===== src/rtl/lcd_fc_pkg.sv =====
package lcd_fc_pkg;

  typedef enum logic [1:0] {
    SRC_SYS     = 2'd0,
    SRC_XTAL    = 2'd1,
    SRC_LFI     = 2'd2,
    SRC_LFI_ALT = 2'd3
  } src_e;

  // True when the source keeps running while the core sleeps
  function automatic logic src_is_slow(input src_e s);
    return (s != SRC_SYS);
  endfunction

endpackage


===== src/rtl/lcd_fc_src.sv =====
// Source selection and fixed pre-division: one base tick out.
module lcd_fc_src
  import lcd_fc_pkg::*;
#(
  parameter int SYS_DIV = 256,
  parameter int LS_DIV  = 32
) (
  input  logic clk,
  input  logic rst_n,
  input  logic clr,
  input  logic run,
  input  src_e src,
  input  logic xtal_tick,
  input  logic lfi_tick,
  output logic base_tick
);

  localparam int SW = (SYS_DIV > 2) ? $clog2(SYS_DIV) : 1;
  localparam int LW = (LS_DIV > 2) ? $clog2(LS_DIV) : 1;
  localparam logic [SW-1:0] SYS_LAST = SW'(SYS_DIV - 1);
  localparam logic [LW-1:0] LS_LAST  = LW'(LS_DIV - 1);

  logic [SW-1:0] sys_cnt;
  logic [LW-1:0] ls_cnt;
  logic          slow_tick;
  logic          sys_wrap;
  logic          ls_wrap;

  always_comb begin
    unique case (src)
      SRC_XTAL:    slow_tick = xtal_tick;
      SRC_LFI,
      SRC_LFI_ALT: slow_tick = lfi_tick;
      default:     slow_tick = 1'b0;
    endcase
  end

  assign sys_wrap  = (sys_cnt == SYS_LAST);
  assign ls_wrap   = (ls_cnt == LS_LAST);
  assign base_tick = run && (src_is_slow(src) ? (slow_tick && ls_wrap) : sys_wrap);

  always_ff @(posedge clk) begin
    if (!rst_n || clr) begin
      sys_cnt <= '0;
    end else if (run && !src_is_slow(src)) begin
      sys_cnt <= sys_wrap ? '0 : sys_cnt + 1'b1;
    end
  end

  always_ff @(posedge clk) begin
    if (!rst_n || clr) begin
      ls_cnt <= '0;
    end else if (run && src_is_slow(src) && slow_tick) begin
      ls_cnt <= ls_wrap ? '0 : ls_cnt + 1'b1;
    end
  end

endmodule


===== src/rtl/lcd_fc_div.sv =====
// Programmable modulus divider on an enable stream: ratio = limit + 1.
module lcd_fc_div #(
  parameter int W = 4
) (
  input  logic         clk,
  input  logic         rst_n,
  input  logic         clr,
  input  logic         tick_i,
  input  logic [W-1:0] limit,
  output logic         tick_o
);

  logic [W-1:0] cnt;
  logic         at_last;

  assign at_last = (cnt == limit);
  assign tick_o  = tick_i && at_last;

  always_ff @(posedge clk) begin
    if (!rst_n || clr) begin
      cnt <= '0;
    end else if (tick_i) begin
      cnt <= at_last ? '0 : cnt + 1'b1;
    end
  end

endmodule


===== src/rtl/lcd_fc_ring.sv =====
// Common-phase ring: steps 0..last and wraps; outputs one-hot strobes.
module lcd_fc_ring #(
  parameter int N_COM  = 4,
  parameter int MODE_W = 2
) (
  input  logic              clk,
  input  logic              rst_n,
  input  logic              clr,
  input  logic              step,
  input  logic [MODE_W-1:0] last,
  input  logic              halt,
  output logic [N_COM-1:0]  com
);

  logic [MODE_W-1:0] phase;

  always_ff @(posedge clk) begin
    if (!rst_n || clr) begin
      phase <= '0;
    end else if (step) begin
      phase <= (phase == last) ? '0 : phase + 1'b1;
    end
  end

  for (genvar g = 0; g < N_COM; g++) begin : g_com
    assign com[g] = !halt && (phase == MODE_W'(g));
  end

endmodule


===== src/rtl/lcd_frame_clkgen.sv =====
module lcd_frame_clkgen
  import lcd_fc_pkg::*;
#(
  parameter int SYS_DIV = 256,
  parameter int LS_DIV  = 32,
  parameter int PRE_W   = 4,
  parameter int N_COM   = 4,
  localparam int MODE_W = (N_COM > 2) ? $clog2(N_COM) : 1
) (
  input  logic              clk,
  input  logic              rst_n,
  input  logic              sleep_i,
  input  logic              xtal_tick_i,
  input  logic              lfi_tick_i,
  input  logic [1:0]        src_sel_i,
  input  logic [PRE_W-1:0]  presc_i,
  input  logic [MODE_W-1:0] mux_mode_i,
  output logic              seg_clk_en_o,
  output logic [N_COM-1:0]  com_o
);

  src_e              src_q;
  logic [PRE_W-1:0]  presc_q;
  logic [MODE_W-1:0] mode_q;
  logic              cfg_chg;
  logic              halt;
  logic              run;
  logic              base_tick;
  logic              pre_tick;
  logic              half_tick;
  logic              com_step;
  logic              seg_q;

  assign cfg_chg = (src_q != src_e'(src_sel_i)) || (presc_q != presc_i) ||
                   (mode_q != mux_mode_i);
  assign halt    = sleep_i && !src_is_slow(src_q);
  assign run     = !halt && !cfg_chg;

  always_ff @(posedge clk) begin
    if (!rst_n) begin
      src_q   <= SRC_SYS;
      presc_q <= '0;
      mode_q  <= '0;
    end else if (cfg_chg) begin
      src_q   <= src_e'(src_sel_i);
      presc_q <= presc_i;
      mode_q  <= mux_mode_i;
    end
  end

  lcd_fc_src #(.SYS_DIV(SYS_DIV), .LS_DIV(LS_DIV)) u_src (
    .clk       (clk),
    .rst_n     (rst_n),
    .clr       (cfg_chg),
    .run       (run),
    .src       (src_q),
    .xtal_tick (xtal_tick_i),
    .lfi_tick  (lfi_tick_i),
    .base_tick (base_tick)
  );

  lcd_fc_div #(.W(PRE_W)) u_presc (
    .clk    (clk),
    .rst_n  (rst_n),
    .clr    (cfg_chg),
    .tick_i (base_tick),
    .limit  (presc_q),
    .tick_o (pre_tick)
  );

  lcd_fc_div #(.W(1)) u_half (
    .clk    (clk),
    .rst_n  (rst_n),
    .clr    (cfg_chg),
    .tick_i (pre_tick),
    .limit  (1'b1),
    .tick_o (half_tick)
  );

  lcd_fc_div #(.W(MODE_W)) u_mux (
    .clk    (clk),
    .rst_n  (rst_n),
    .clr    (cfg_chg),
    .tick_i (half_tick),
    .limit  (mode_q),
    .tick_o (com_step)
  );

  lcd_fc_ring #(.N_COM(N_COM), .MODE_W(MODE_W)) u_ring (
    .clk   (clk),
    .rst_n (rst_n),
    .clr   (cfg_chg),
    .step  (com_step),
    .last  (mode_q),
    .halt  (halt),
    .com   (com_o)
  );

  always_ff @(posedge clk) begin
    if (!rst_n || cfg_chg) begin
      seg_q <= 1'b0;
    end else begin
      seg_q <= half_tick;
    end
  end

  assign seg_clk_en_o = seg_q;

endmodule


===== config.mk =====
export PLATFORM = sky130hd
export DESIGN_NAME = lcd_frame_clkgen
export DESIGN_NICKNAME = d
export VERILOG_FILES = /design/src/rtl/lcd_fc_pkg.sv /design/src/rtl/lcd_fc_src.sv /design/src/rtl/lcd_fc_div.sv /design/src/rtl/lcd_fc_ring.sv /design/src/rtl/lcd_frame_clkgen.sv
export SDC_FILE = /design/constraint.sdc
export NUM_CORES = 1
export LEC_CHECK = 0
export CAP_MARGIN = 0
export CELL_PAD_IN_SITES_DETAIL_PLACEMENT = 0
export CELL_PAD_IN_SITES_GLOBAL_PLACEMENT = 1
export CORE_ASPECT_RATIO = 2
export CORE_MARGIN = 2
export CORE_UTILIZATION = 45
export DETAILED_ROUTE_END_ITERATION = 8
export DONT_BUFFER_PORTS = 1
export GPL_ROUTABILITY_DRIVEN = 1
export GPL_TIMING_DRIVEN = 1
export HOLD_SLACK_MARGIN = 0.05
export PLACE_DENSITY = 0.83
export SYNTH_ARGS = -nofsm -noshare
export SYNTH_HDL_FRONTEND = slang
export SYNTH_SLANG_ARGS = --single-unit

===== constraint.sdc =====
create_clock -name clk -period 6.15 [get_ports clk]
set_input_delay 0.3075 -clock clk [delete_from_list [all_inputs] [get_ports clk]]
set_output_delay 0.3075 -clock clk [all_outputs]
set_load 0.03 [all_outputs]

==> metrics.md <==
| Metric | Value |
|---|---|
| Final core occ | `49.86%` |
| Outcome | `finished, final reports clean` |
| Clock skew | `0.004298 ns` |
| Final #Nets | `209` |
| Hold_buf cts | `0` |
| RSZ-0062 raised after global routing | `false` |
| Hold path depth | `1` |
| CTS Buf Count | `5` |
| Total clock sinks | `31` |
| Final hold viol count | `0` |
| Post-Syn Instances | `186` |
| Leading post-synthesis cells by cell area | `dfxtp_1 38%, xnor2_1 6.9%, ha_1 6.1%, a21oi_1 5.2%, and2_1 3.4%` |
| Tcrit/Tclk final | `36.22%` |
| DR pass1 iterations | `4` |
| Xor/xnor share of the synthesized area | `9.589%` |
| Worst slew pin tran | `0.9319 ns` |
| Die height | `89.48 um` |
| Pwr Total | `0.0004040 W` |
| Vias per inst | `5.588` |
| Synthesized net count | `207` |
| Number of H-tree levels | `2` |
| Simple logic cell fraction of the synthesized area | `28.92%` |
| TNS Setup | `0 ns` |
| Worst endpoint required time | `6.34 ns` |
| Cell Count Post-Placement | `230` |
| Max-cap violations | `0` |
| Post-synth top area share | `37.75%` |
| FF+latch count, synth | `31` |
| Synth async-reset ratio | `0%` |
| Drt total wl | `3.359 mm` |
| Post-synth EDFFs | `0` |
| Adder-Cell Fraction of Synth Area | `6.088%` |
| First-pass GRT wire length | `5.658 mm` |
| Total track usage | `19.03%` |
| Worst Reg2Reg Path Length in Cells | `7` |
| Grt ovf | `0` |
| Primary FF master, synth | `dfxtp_1` |
| RR Endpoint | `u_presc.cnt[3]` |
| Top-count cell post-synth | `dfxtp_1` |
| IO buf count | `0` |
| DRT iter0 DRCs | `31` |
| R2r setup slk | `3.92 ns` |
| Leakage | `0.6106 nW` |
| Rows | `31` |
| Synth area leader | `dfxtp_1` |
| Layout cell share with drive strength beyond 1 | `8.466%` |
| Layout filler cell count | `363` |
| Slew Viols, Final | `0` |
| Mux cell area share after synthesis | `1.826%` |
| IO Count | `18` |
| Max clock buf depth | `2` |
| Root Driver | `clkbuf_8` |
| WHS Endpoint | `mode_q[0]` |
| Initial Util | `46.07%` |
| Register area share after synthesis | `37.75%` |
| Hold/Removal Path Class | `in -> reg` |
| Gpl congestion | `0.7947` |
| Type of origin of the critical path | `flip-flop` |
| Fmax | `448.9 MHz` |
| Detailed placement HPWL | `2.556 mm` |
| VDD IR max | `0.1714 mV` |
| Endpoint type of the worst setup path | `flip-flop` |
| Worst flop-to-flop path startpoint | `u_src.ls_cnt[0]` |
| Yosys cell types | `41` |
| Hold Crit Start | `mux_mode_i[0]` |
| Die area | `4182 um^2` |
| Initial antenna violation count | `0` |
| Min Tclk post-route | `2.228 ns` |
| Post-synthesis compound-gate area fraction | `12.86%` |
| Arrival @ worst endpoint | `2.42 ns` |
| Die Span X | `46.74 um` |
| CP max FO | `7` |
| Syn Area/Cell | `8.839 um^2` |
| Final setup fails | `0` |
| DR vias | `1,330` |
| Clock slew at reported path FFs | `0.06 ns` |
| Wire per inst | `14.11 um` |
| Antenna-violating nets left | `0` |
| Synthesis warning total | `0` |
| DRC Markers | `0` |
| Rel. slew slack | `37.30%` |
| Power per cell area | `227.0 nW/um^2` |
| CTS tree | `built` |
| Clk_lat worst skew | `0.28 ns` |
| Largest net degree at the start of global routing | `24` |
| Area grow syn2layout | `8.219%` |
| Area of the mapped netlist | `1644 um^2` |
| Diodes inserted | `0` |
| Synth cell count leaders | `31 x dfxtp_1, 17 x a21oi_1, 14 x nor2_1` |
| Vias in the first global route | `1,329` |
| Core outline area | `3568 um^2` |
| # resized after CTS | `0` |
| Critical path class | `reg -> reg` |
| Post-CTS setup buffer count | `0` |
| Post-Layout Cell Count | `238` |
| Combinational family with the most area after synthesis | `simple AND/OR/NAND/NOR gates` |
-- final cells by class --
cell class	count	area, um^2	share of cell area, %
inverter	6	22.52	1.266
sequential	31	620.6	34.88
multi-input combinational	144	974.7	54.78
clock buffer	8	100.1	5.626
tap	49	61.31	3.446
-- per-stage QoR --
stage / cell area (um^2) / hold WS, ns / worst slack [ns]
2_1_floorplan: 1644 / 0.4292 / 4.096
3_3_place_gp: 1679 / 0.4304 / 3.950
3_5_place_dp: 1679 / 0.4332 / 3.909
4_1_cts: 1779 / 0.1356 / 3.891
5_1_grt: 1779 / 0.1347 / 3.729
6_report: 1779 / 0.1418 / 3.922
-- cells by family after synthesis --
| logic type | Yosys count |
|---|---|
| and+or+nand+nor | 80 |
| xor gates and xnor gates | 18 |
| buffers and inverters | 11 |
| adders and majority gates | 8 |
| DFF | 31 |
| AOI/OAI and AO/OA | 35 |
| muxes | 3 |
-- critical path, stage by stage, from the launching register on --
cell and delay, ns:
dfxtp_1 0.39, ha_1 0.21, and3_1 0.17, ha_1 0.26, o21ai_0 0.22, and2_4 0.24, or4_1 0.51, a21oi_1 0.15
-- where the power goes --
part / total [W] / leakage [nW] / switching [W] / internal [W]
clock: 0.000174 / 0.0515 / 0.0000721 / 0.000102
sequential: 0.000207 / 0.252 / 0.00000292 / 0.000204
combinational: 0.0000233 / 0.307 / 0.0000131 / 0.0000101
-- cell usage in the layout (no fill, tap or decap), types with 2 or more instances in the layout --
master    synthesis  layout
nand2_1           8       8
nand3_1          10      10
dfxtp_1          31      31
or3_4             2       2
o41ai_1           2       2
clkbuf_8          0       7
nand4_1           7       7
ha_1              8       8
or3_1             2       2
inv_1             6       6
nor3_1            2       2
o211ai_1          2       2
xor2_1            5       5
nor2b_1           5       5
o31ai_1           2       2
mux2i_1           3       3
nor3b_1           4       4
and2_1            9       9
o21ai_0           6       6
or4_1             4       4
xnor2_1          13      13
and4_1            3       3
a21oi_1          17      17
nor2_1           14      14
-- per-layer routing --
layer / part of all wire, % / track usage [%] / up-vias / wire [um]
met5: 0 / 0 / - / 0
met4: 3.0 / 10.35 / 0 / 102
met3: 3.8 / 5.859 / 9 / 126
met2: 53 / 32.07 / 30 / 1780
met1: 40 / 20.23 / 617 / 1350
li1: - / - / 674 / -
-- sequential cells by signal (all words and copies together) (netlist names) --
register / count
mode_q: 2
u_mux.cnt: 2
seg_clk_en_o: 1
presc_q: 4
src_q: 2
u_src.ls_cnt: 5
u_src.sys_cnt: 8
u_presc.cnt: 4
u_ring.phase: 2
u_half.cnt: 1
-- worst max-delay path by stage --
stage,cells past startpoint,startpoint,to
6_report,7,u_src.ls_cnt[0],u_presc.cnt[3]
5_1_grt,7,u_src.ls_cnt[0],u_presc.cnt[3]
4_1_cts,7,u_src.ls_cnt[0],u_presc.cnt[3]
3_5_place_dp,7,u_src.ls_cnt[0],u_presc.cnt[3]
3_3_place_gp,7,u_src.ls_cnt[0],u_presc.cnt[3]
2_1_floorplan,6,src_q[1],u_presc.cnt[3]
Power figures use the tool's default switching activity.
